[src/rtl/pwm_pkg.sv]
package pwm_pkg;

    localparam int NUM_CH_DEF = 5;
    localparam int ADDR_W     = 12;
    localparam int DATA_W     = 32;
    localparam int CNT_W      = 13;
    localparam int DIV_W      = 3;
    localparam int PRE_W      = (1 << DIV_W) - 1;

    localparam int CH_BASE    = 'h10;
    localparam int WIN_BITS   = 6;
    localparam int RUN_BIT    = 15;

    localparam logic [ADDR_W-1:0]   GLOBAL_EN_ADDR = '0;
    localparam logic [WIN_BITS-1:0] LOC_CTRL   = 6'h00;
    localparam logic [WIN_BITS-1:0] LOC_PERIOD = 6'h2C;
    localparam logic [WIN_BITS-1:0] LOC_THRESH = 6'h30;

    typedef enum logic [1:0] {
        SEL_NONE,
        SEL_CTRL,
        SEL_PERIOD,
        SEL_THRESH
    } loc_sel_e;

    typedef struct packed {
        logic             run;
        logic [DIV_W-1:0] div;
        logic [CNT_W-1:0] period;
        logic [CNT_W-1:0] thresh;
    } ch_cfg_t;

    function automatic loc_sel_e decode_local(logic [WIN_BITS-1:0] off);
        case (off)
            LOC_CTRL:   return SEL_CTRL;
            LOC_PERIOD: return SEL_PERIOD;
            LOC_THRESH: return SEL_THRESH;
            default:    return SEL_NONE;
        endcase
    endfunction

    // Last prescaler value of a tick: 2^d - 1
    function automatic logic [PRE_W-1:0] presc_last(logic [DIV_W-1:0] d);
        logic [PRE_W:0] weight;
        weight = (PRE_W+1)'(1) << d;
        return PRE_W'(weight - 1'b1);
    endfunction

endpackage

[src/rtl/pwm_regs.sv]
module pwm_regs
    import pwm_pkg::*;
#(
    parameter int NUM_CH = NUM_CH_DEF
) (
    input  logic                            clk,
    input  logic                            rst,
    input  logic [ADDR_W-1:0]               bus_addr,
    input  logic [DATA_W-1:0]               bus_wdata,
    input  logic                            bus_we,
    input  logic                            bus_re,
    output logic [DATA_W-1:0]               bus_rdata,
    output logic [NUM_CH-1:0]               en_mask,
    output ch_cfg_t [NUM_CH-1:0]            cfg
);

    localparam int CIDX_W = ADDR_W - WIN_BITS;

    logic [ADDR_W-1:0]   rel_addr;
    logic                in_chan;
    logic                hit_en;
    logic [NUM_CH-1:0]   ch_hit;
    loc_sel_e            sel;
    logic [DATA_W-1:0]   rd_next;

    assign rel_addr = bus_addr - ADDR_W'(CH_BASE);
    assign in_chan  = (bus_addr >= ADDR_W'(CH_BASE));
    assign hit_en   = (bus_addr == GLOBAL_EN_ADDR);
    assign sel      = decode_local(rel_addr[WIN_BITS-1:0]);

    for (genvar n = 0; n < NUM_CH; n++) begin : g_hit
        assign ch_hit[n] = in_chan && (rel_addr[ADDR_W-1:WIN_BITS] == CIDX_W'(n));
    end

    always_comb begin
        rd_next = '0;
        if (hit_en) begin
            rd_next[NUM_CH-1:0] = en_mask;
        end
        for (int n = 0; n < NUM_CH; n++) begin
            if (ch_hit[n]) begin
                case (sel)
                    SEL_CTRL: begin
                        rd_next[RUN_BIT]     = cfg[n].run;
                        rd_next[DIV_W-1:0]   = cfg[n].div;
                    end
                    SEL_PERIOD: rd_next[CNT_W-1:0] = cfg[n].period;
                    SEL_THRESH: rd_next[CNT_W-1:0] = cfg[n].thresh;
                    default: ;
                endcase
            end
        end
    end

    always_ff @(posedge clk) begin
        if (rst) begin
            en_mask   <= '0;
            cfg       <= '0;
            bus_rdata <= '0;
        end else begin
            bus_rdata <= bus_re ? rd_next : '0;
            if (bus_we && hit_en) begin
                en_mask <= bus_wdata[NUM_CH-1:0];
            end
            for (int n = 0; n < NUM_CH; n++) begin
                if (bus_we && ch_hit[n]) begin
                    case (sel)
                        SEL_CTRL: begin
                            cfg[n].run <= bus_wdata[RUN_BIT];
                            cfg[n].div <= bus_wdata[DIV_W-1:0];
                        end
                        SEL_PERIOD: cfg[n].period <= bus_wdata[CNT_W-1:0];
                        SEL_THRESH: cfg[n].thresh <= bus_wdata[CNT_W-1:0];
                        default: ;
                    endcase
                end
            end
        end
    end

endmodule

[src/rtl/pwm_chan.sv]
module pwm_chan
    import pwm_pkg::*;
(
    input  logic             clk,
    input  logic             rst,
    input  logic             active,
    input  ch_cfg_t          cfg,
    output logic             pwm,
    output logic [CNT_W-1:0] cnt
);

    // Working copy of the settings, refreshed only at a period boundary
    typedef struct packed {
        logic [DIV_W-1:0] div;
        logic [CNT_W-1:0] period;
        logic [CNT_W-1:0] thresh;
    } shadow_t;

    shadow_t          sh_q,  sh_d;
    logic [PRE_W-1:0] pre_q, pre_d;
    logic [CNT_W-1:0] cnt_d;
    logic             tick;
    logic             wrap;
    logic [CNT_W:0]   cnt_inc;

    assign tick    = (pre_q == presc_last(sh_q.div));
    assign cnt_inc = {1'b0, cnt} + 1'b1;
    assign wrap    = (cnt_inc >= {1'b0, sh_q.period});

    always_comb begin
        sh_d  = sh_q;
        pre_d = pre_q;
        cnt_d = cnt;
        if (!active) begin
            pre_d = '0;
            cnt_d = '0;
            sh_d  = '{div: cfg.div, period: cfg.period, thresh: cfg.thresh};
        end else if (tick) begin
            pre_d = '0;
            if (wrap) begin
                cnt_d = '0;
                sh_d  = '{div: cfg.div, period: cfg.period, thresh: cfg.thresh};
            end else begin
                cnt_d = cnt_inc[CNT_W-1:0];
            end
        end else begin
            pre_d = pre_q + 1'b1;
        end
    end

    always_ff @(posedge clk) begin
        if (rst) begin
            sh_q  <= '0;
            pre_q <= '0;
            cnt   <= '0;
            pwm   <= 1'b0;
        end else begin
            sh_q  <= sh_d;
            pre_q <= pre_d;
            cnt   <= cnt_d;
            pwm   <= active && (cnt_d < sh_d.thresh);
        end
    end

endmodule

[src/rtl/pwm_ctrl.sv]
module pwm_ctrl
    import pwm_pkg::*;
#(
    parameter int NUM_CH = NUM_CH_DEF
) (
    input  logic              clk,
    input  logic              rst,
    input  logic [11:0]       bus_addr,
    input  logic [31:0]       bus_wdata,
    input  logic              bus_we,
    input  logic              bus_re,
    output logic [31:0]       bus_rdata,
    output logic [NUM_CH-1:0] pwm_out
);

    logic [NUM_CH-1:0]             en_mask;
    ch_cfg_t [NUM_CH-1:0]          cfg;
    logic [NUM_CH-1:0]             ch_act;
    logic [NUM_CH-1:0][CNT_W-1:0]  ch_cnt;

    pwm_regs #(.NUM_CH(NUM_CH)) regs_i (
        .clk       (clk),
        .rst       (rst),
        .bus_addr  (bus_addr),
        .bus_wdata (bus_wdata),
        .bus_we    (bus_we),
        .bus_re    (bus_re),
        .bus_rdata (bus_rdata),
        .en_mask   (en_mask),
        .cfg       (cfg)
    );

    for (genvar n = 0; n < NUM_CH; n++) begin : g_ch
        assign ch_act[n] = en_mask[n] && cfg[n].run;

        pwm_chan chan_i (
            .clk    (clk),
            .rst    (rst),
            .active (ch_act[n]),
            .cfg    (cfg[n]),
            .pwm    (pwm_out[n]),
            .cnt    (ch_cnt[n])
        );
    end

endmodule

[config.mk]
export PLATFORM = sky130hd
export DESIGN_NAME = pwm_ctrl
export DESIGN_NICKNAME = d
export VERILOG_FILES = /design/src/rtl/pwm_pkg.sv /design/src/rtl/pwm_regs.sv /design/src/rtl/pwm_chan.sv /design/src/rtl/pwm_ctrl.sv
export SDC_FILE = /design/constraint.sdc
export NUM_CORES = 1
export LEC_CHECK = 0
export BUFFER_PORTS_ARGS = -buffer_cell sky130_fd_sc_hd__buf_4
export CELL_PAD_IN_SITES_DETAIL_PLACEMENT = 0
export CELL_PAD_IN_SITES_GLOBAL_PLACEMENT = 1
export CORE_MARGIN = 1.5
export CORE_UTILIZATION = 48
export CTS_BUF_LIST = sky130_fd_sc_hd__clkbuf_8 sky130_fd_sc_hd__clkbuf_16
export DETAILED_ROUTE_END_ITERATION = 10
export MAX_ROUTING_LAYER = met4
export PLACE_DENSITY_LB_ADDON = 0.3
export SLEW_MARGIN = 20
export SYNTH_ARGS = -nofsm -noshare
export SYNTH_HDL_FRONTEND = slang
export SYNTH_SLANG_ARGS = --single-unit
[constraint.sdc]
create_clock -name clk -period 5.55 [get_ports clk]
set_input_delay 0.555 -clock clk [delete_from_list [all_inputs] [get_ports clk]]
set_output_delay 0.555 -clock clk [all_outputs]
set_load 0.02 [all_outputs]
==> results of run 1 <==
final timing paths:
kind,from,end,cells past startpoint
worst max-delay path,g_ch[3].chan_i.cnt[0]$_SDFF_PP0_,g_ch[3].chan_i.pwm$_SDFF_PP0_,20
worst min-delay path,bus_wdata[15],regs_i.cfg[149]$_SDFFE_PP0P_,3
worst max register to register,g_ch[3].chan_i.cnt[0]$_SDFF_PP0_,g_ch[3].chan_i.pwm$_SDFF_PP0_,20
worst min register to register,g_ch[0].chan_i.sh_q[0]$_SDFF_PP0_,g_ch[0].chan_i.sh_q[0]$_SDFF_PP0_,2
cells by family after synthesis:
| family | share of synthesized area [%] |
|---|---|
| fa+ha+maj | 7.63 |
| xor+xnor | 6.33 |
| mux | 10.3 |
| buf+inv | 5.21 |
| other cells | 0.0163 |
| compound gates | 12.0 |
| simple gates | 21.9 |
| flops | 36.5 |
sequential cells by signal (all words and copies together), names as in the netlist:
signal	count
g_ch.chan_i.sh_q	145
regs_i.bus_rdata	14
g_ch.chan_i.cnt	65
g_ch.chan_i.pwm	5
g_ch.chan_i.pre_q	35
regs_i.cfg	150
regs_i.en_mask	5
per-layer routing:
| metal | part of all wire, % | GRT usage [%] | routed length, um | vias to the layer above |
|---|---|---|---|---|
| met5 | 0 | - | 0 | - |
| li1 | - | - | - | 9255 |
| met3 | 5.4 | 3.67 | 3220 | 102 |
| met2 | 47 | 40.1 | 28200 | 445 |
| met4 | 2.7 | 7.64 | 1610 | 0 |
| met1 | 45 | 31.8 | 27000 | 8991 |
power breakdown:
part	leakage [uW]	switching, uW	total, uW	internal (uW)
Sequential	0.00337	0.183	3010	3010
Clock	0.000869	1320	3430	2100
Combinational	0.00504	109	150	41.7
repair_timing:
| action | 4_1_cts | 5_1_grt |
|---|---|---|
| endpoints found under the setup margin | 0 | 2 |
| gates resized for setup | 0 | 3 |
| hold endpoints to repair | 0 | 0 |
| setup buffers | 0 | 3 |
cells in the mapped netlist, drive strengths merged (67+ instances only):
cell type    n
xnor2       67
a21oi      159
xor2        99
nor3        79
nor2       273
mux2i      236
nand2      217
inv         81
ha         140
nand3       97
dfxtp      419
nand2b     192
clkbuf     142
o21ai       77
area by class of cell:
class                   count  area [sq um]
fillers                  4358         21400
clock buffers              63          1410
repair buffers             88           718
clock inverters            25           320
flip-flops and latches    419          8390
multi-input cells        2020         13500
inverters                  81           304
well taps                 607           759
worst min-delay path, cell delays in order:
cell,delay (ps)
buf_4,160
nand2_1,60
a21oi_1,60
stage by stage:
stage	setup slack, ps	instances	util (%)	instance area (sq um)
2_1_floorplan	679	2721	-	23000
3_3_place_gp	288	3212	50.5	23700
3_5_place_dp	236	3212	50.5	23700
4_1_cts	181	3300	54.2	25400
5_1_grt	48.4	3303	54.3	25400
6_report	481	3303	54.3	25400
==> impl_metrics.env, run 1 <==
export IMPL_outcome="finished, final reports clean"
export IMPL_dieHeight_um=222
export IMPL_tritoncts="yes"
export IMPL_drc=0
export IMPL_powerDensity_nw_per_um2=259
export IMPL_clock_skew_final_ps=31.3
export IMPL_synth_edf_count=0
export IMPL_post_drt_wl_per_cell_um=18.2
export IMPL_dp_hpwl_um=41900
export IMPL_grt_pass1_wl_um=96300
export IMPL_whs_ps=287
export IMPL_max_freq_mhz=197
export IMPL_fin_crit_ps=5070
export IMPL_setup_viol=0
export IMPL_leakage_uw=0.00928
export IMPL_n_antenna_cell=0
export IMPL_wirelength_um=60000
export IMPL_drive_above_1_share_pct=7.34
export IMPL_grt_pass1_vias=18000
export IMPL_grtUsageTotal_pct=24.8
export IMPL_syn_inst=2704
export IMPL_finalSetupTns_ps=0
export IMPL_critPathTopFamily="compound AO/OA/AOI/OAI gates"
export IMPL_worst_setup_path_type="reg -> reg"
export IMPL_synth_top_area_share_pct=36.5
export IMPL_area_delta_synth_final_pct=10.7
export IMPL_cp_slowest_stage_delay_ps=480
export IMPL_hold_viol=0
export IMPL_netlist_top_cell_by_area="dfxtp_1"
export IMPL_cpMaxStageDelayCell="dfxtp_1"
export IMPL_rsz0062_at_grt="no"
export IMPL_worst_ep_required_time_ps=6060
export IMPL_ant_nets=0
export IMPL_vias_per_cell=5.69
export IMPL_cts_buffers=47
export IMPL_synth_avg_cell_area_sq_um=8.49
export IMPL_slew_viol_final=0
export IMPL_portBuffers=48
export IMPL_clock_sinks=419
export IMPL_mostFrequentLayoutCells="dfxtp_1, nor2_1, mux2i_1"
export IMPL_r2r_setup_slack_ps=480
export IMPL_cp_max_fo=35
export IMPL_cts_root_buf="clkbuf_16"
export IMPL_cts_buffer_depth=3
export IMPL_fp_coreArea_sq_um=46900
export IMPL_drt_first_pass_iters=5
export IMPL_gp_congestion=0.837
export IMPL_cts_hold_buf=0
export IMPL_cts_max_level=2
export IMPL_ios=85
export IMPL_synth_warning_count=0
export IMPL_nNetsFinal=2845
export IMPL_worst_skew_pair_late_latency_ps=610
export IMPL_die_w_um=222
export IMPL_grt_overflow_total=0
export IMPL_num_rows=79
export IMPL_num_vias=18800
export IMPL_clk_pin_slew_ps=70
export IMPL_crit_chain="ha_1, nand3_1, nor4_1, buf_4, xor2_1, ha_1, a21o_1, a2111oi_2, o221ai_1, o31ai_1, nand2_1, a21oi_4, buf_12, mux2i_1, ha_1, a21o_1, a21o_1, a2111oi_0, o211ai_1, a31oi_1"
export IMPL_synthesis_area_sq_um=23000
export IMPL_layout_commonest_cell="dfxtp_1"
export IMPL_peakVddDrop_mv=0.235
export IMPL_min_path_type="in -> reg"
export IMPL_synth_flop_cell="dfxtp_1"
export IMPL_fin_crit_sh_pct=91.3
export IMPL_crit_path_start_kind="register"
export IMPL_crit_buf_inv=2
export IMPL_worst_slew_pin_slew_ps=1130
export IMPL_yosys_register_bits=419
export IMPL_antenna_found_initial=0
export IMPL_drtIter0Drc=1536
export IMPL_die_area_sq_um=49200
export IMPL_relSlewSlack_pct=24.3
export IMPL_seq_area_frac_synth_pct=36.5
export IMPL_max_cap_violations=0
export IMPL_setup_worst_path_end_class="register"
export IMPL_power_uw=6580
export IMPL_async_reset_ff_share_pct=0
export IMPL_synth_area_leaders="dfxtp_1, mux2i_1, ha_1"
export IMPL_start_util_pct=49.0
export IMPL_grt_max_degree=260
export IMPL_ys_types=73
export IMPL_arrival_ps=5580
Power figures use the tool's default switching activity.
==> run 2: changes to the inputs <==
Settings changed: BUFFER_PORTS_ARGS -buffer_cell sky130_fd_sc_hd__buf_4 to default, CORE_UTILIZATION 48 to 49, DONT_BUFFER_PORTS from default to 1.
==> run 2 against run 1 <==
Compared with the run above: first-iteration DRC count fell by 12%; largest cell class unchanged; cell count fell by 1.7%; non-clock buffer count shrank 52; wire length fell by 0.94%; power down 4.7%; setup slack lost 26 ps; die area decreased by 2.0%; highest routed layer unchanged; sequential share of layout area is 0.71 points higher; flip-flop and latch count unchanged; via count decreased by 1.8%.
==> impl_metrics.env, run 2 (synthesized netlist as in run 1, its figures left out) <==
export IMPL_outcome="finished, final reports clean"
export IMPL_tritoncts="yes"
export IMPL_ant_nets=0
export IMPL_min_from="bus_wdata[4]"
export IMPL_num_rows=79
export IMPL_leakage_uw=0.00897
export IMPL_rsz0062_at_grt="no"
export IMPL_relSlewSlack_pct=26.0
export IMPL_setup_worst_path_end_class="register"
export IMPL_worst_ep_required_time_ps=6010
export IMPL_largest_register_ffs=150
export IMPL_grt_max_degree=446
export IMPL_area_delta_synth_final_pct=8.33
export IMPL_portBuffers=0
export IMPL_grt_overflow_total=0
export IMPL_clock_skew_final_ps=17.1
export IMPL_hold_depth=2
export IMPL_num_vias=18400
export IMPL_fp_coreArea_sq_um=46400
export IMPL_p_clk_share_pct=51.2
export IMPL_layout_commonest_cell="dfxtp_1"
export IMPL_r2r_end="g_ch[1].chan_i.pwm$_SDFF_PP0_"
export IMPL_fin_util_pct=53.7
export IMPL_min_path_type="in -> reg"
export IMPL_r2r_start="g_ch[1].chan_i.cnt[0]$_SDFF_PP0_"
export IMPL_worst_slew_pin_slew_ps=1110
export IMPL_internal_power_uw=4980
export IMPL_n_antenna_cell=0
export IMPL_die_area_sq_um=48200
export IMPL_clock_sinks=419
export IMPL_p_switching_uw=1300
export IMPL_largest_register="regs_i.cfg"
export IMPL_peakVddDrop_mv=0.230
export IMPL_dieHeight_um=220
export IMPL_dp_hpwl_um=41300
export IMPL_switching_share_pct=20.7
export IMPL_grt_pass1_vias=17700
export IMPL_arrival_ps=5550
export IMPL_worst_r2r_cell_count=20
export IMPL_setup_viol=0
export IMPL_crit_path_start="g_ch[1].chan_i.cnt[0]$_SDFF_PP0_"
export IMPL_antenna_found_initial=0
export IMPL_power_frac_seq_pct=47.9
export IMPL_clk_pin_slew_ps=60
export IMPL_drive_above_1_share_pct=5.19
export IMPL_worst_skew_pair_late_latency_ps=580
export IMPL_p_comb_share_pct=0.8
export IMPL_nNetsFinal=2793
export IMPL_grtUsageTotal_pct=25.4
export IMPL_worst_setup_path_type="reg -> reg"
export IMPL_powerDensity_nw_per_um2=252
export IMPL_cts_buffers=47
export IMPL_drtIter0Drc=1346
export IMPL_drt_first_pass_iters=5
export IMPL_max_freq_mhz=196
export IMPL_cts_buffer_depth=3
export IMPL_vias_per_cell=5.68
export IMPL_finalSetupTns_ps=0
export IMPL_gp_congestion=0.864
export IMPL_dpl_cell_area_sq_um=23200
export IMPL_finalInstanceArea_sq_um=24900
export IMPL_hold_viol=0
export IMPL_fin_crit_ps=5100
export IMPL_cts_max_level=2
export IMPL_die_w_um=220
export IMPL_mostFrequentLayoutCells="dfxtp_1, nor2_1, mux2i_1"
export IMPL_r2r_setup_slack_ps=450
export IMPL_slew_viol_final=0
export IMPL_max_cap_violations=0
export IMPL_largest_registers="regs_i.cfg x150, g_ch.chan_i.sh_q x145, g_ch.chan_i.cnt x65"
export IMPL_fin_crit_sh_pct=91.8
export IMPL_grt_pass1_wl_um=94800
export IMPL_post_drt_wl_per_cell_um=18.3
export IMPL_drc=0
export IMPL_cp_max_fo=12
export IMPL_wirelength_um=59400
export IMPL_ios=85
export IMPL_start_util_pct=49.5
export IMPL_crit_end="g_ch[1].chan_i.pwm$_SDFF_PP0_"
export IMPL_cts_root_buf="clkbuf_16"
export IMPL_crit_path_start_kind="register"
run 2: changes by cell type in the layout (fill, tap and decap cells not counted), sizes merged:
cell | previous run | this run
inv | 88 | 91
clkinv | 8 | 9
clkinvlp | 3 | 2
clkbuf | 63 | 58
bufinv | 7 | 5
buf | 88 | 36
run 2: worst max-delay path, cell delays in order, from the launching register on:
cell and delay [ps]:
dfxtp_1 470, ha_1 250, nand3_1 200, nor3_2 290, and3_1 240, nand3_1 130
xnor2_1 160, ha_1 300, and3_1 170, nand3_1 110, o31a_1 300, o211ai_1 220
a21o_1 410, nor2_1 120, ha_1 310, inv_1 40, o21ai_0 270, a31oi_1 110
or3_1 420, a2111oi_0 360, nor2_1 90
run 2: layout make-up:
| type | count | area (sq um) |
|---|---|---|
| sequential | 419 | 8390 |
| clock buffer | 58 | 1350 |
| timing repair buffer | 36 | 299 |
| clock inverter | 26 | 248 |
| fill | 4266 | 21500 |
| inverter | 81 | 304 |
| multi-input combinational | 2020 | 13500 |
| tap | 607 | 759 |
run 2: layer usage:
metal	GRT usage, %	vias to the layer above	wire length [um]
li1	-	9128	-
met1	32.2	8790	26700
met5	-	-	0
met2	40.1	416	27400
met4	9.27	0	2040
met3	5.01	115	3380
run 2: worst min-delay path by stage:
stage,end,slack [ps]
after floorplan,g_ch[1].chan_i.pre_q[0]$_SDFF_PP0_,430
after global placement,g_ch[0].chan_i.sh_q[0]$_SDFF_PP0_,440
after detailed placement,g_ch[0].chan_i.sh_q[0]$_SDFF_PP0_,450
after CTS,g_ch[1].chan_i.sh_q[23]$_SDFFE_PP0P_,80
after global routing,regs_i.cfg[70]$_SDFFE_PP0P_,90
final,regs_i.cfg[34]$_SDFFE_PP0P_,110
run 2: power groups by stage:
stage / clock [uW] / combinational [uW] / sequential [uW]
after global routing: 3390 / 54.4 / 3010
after detailed placement: 0 / 50.6 / 3070
after floorplan: 0 / 104 / 3070
final: 3210 / 52.9 / 3010
after global placement: 0 / 50.5 / 3070
after CTS: 3270 / 50.7 / 3010
run 2: what timing repair did:
| item | in CTS | in global routing |
|---|---|---|
| hold buffers | 0 | 0 |
| endpoints found under the setup margin | 0 | 2 |
| setup buffers | 0 | 1 |
| resized for setup | 0 | 5 |
run 2: stage by stage:
step	setup slack (ps)	std cells	hold slack (ps)	power (uW)
floorplan	679	2721	429	3180
global placement	306	3162	442	3120
detailed placement	238	3162	451	3120
CTS	164	3246	79.6	6330
global route	10.6	3247	89.0	6450
finish	454	3247	107	6270
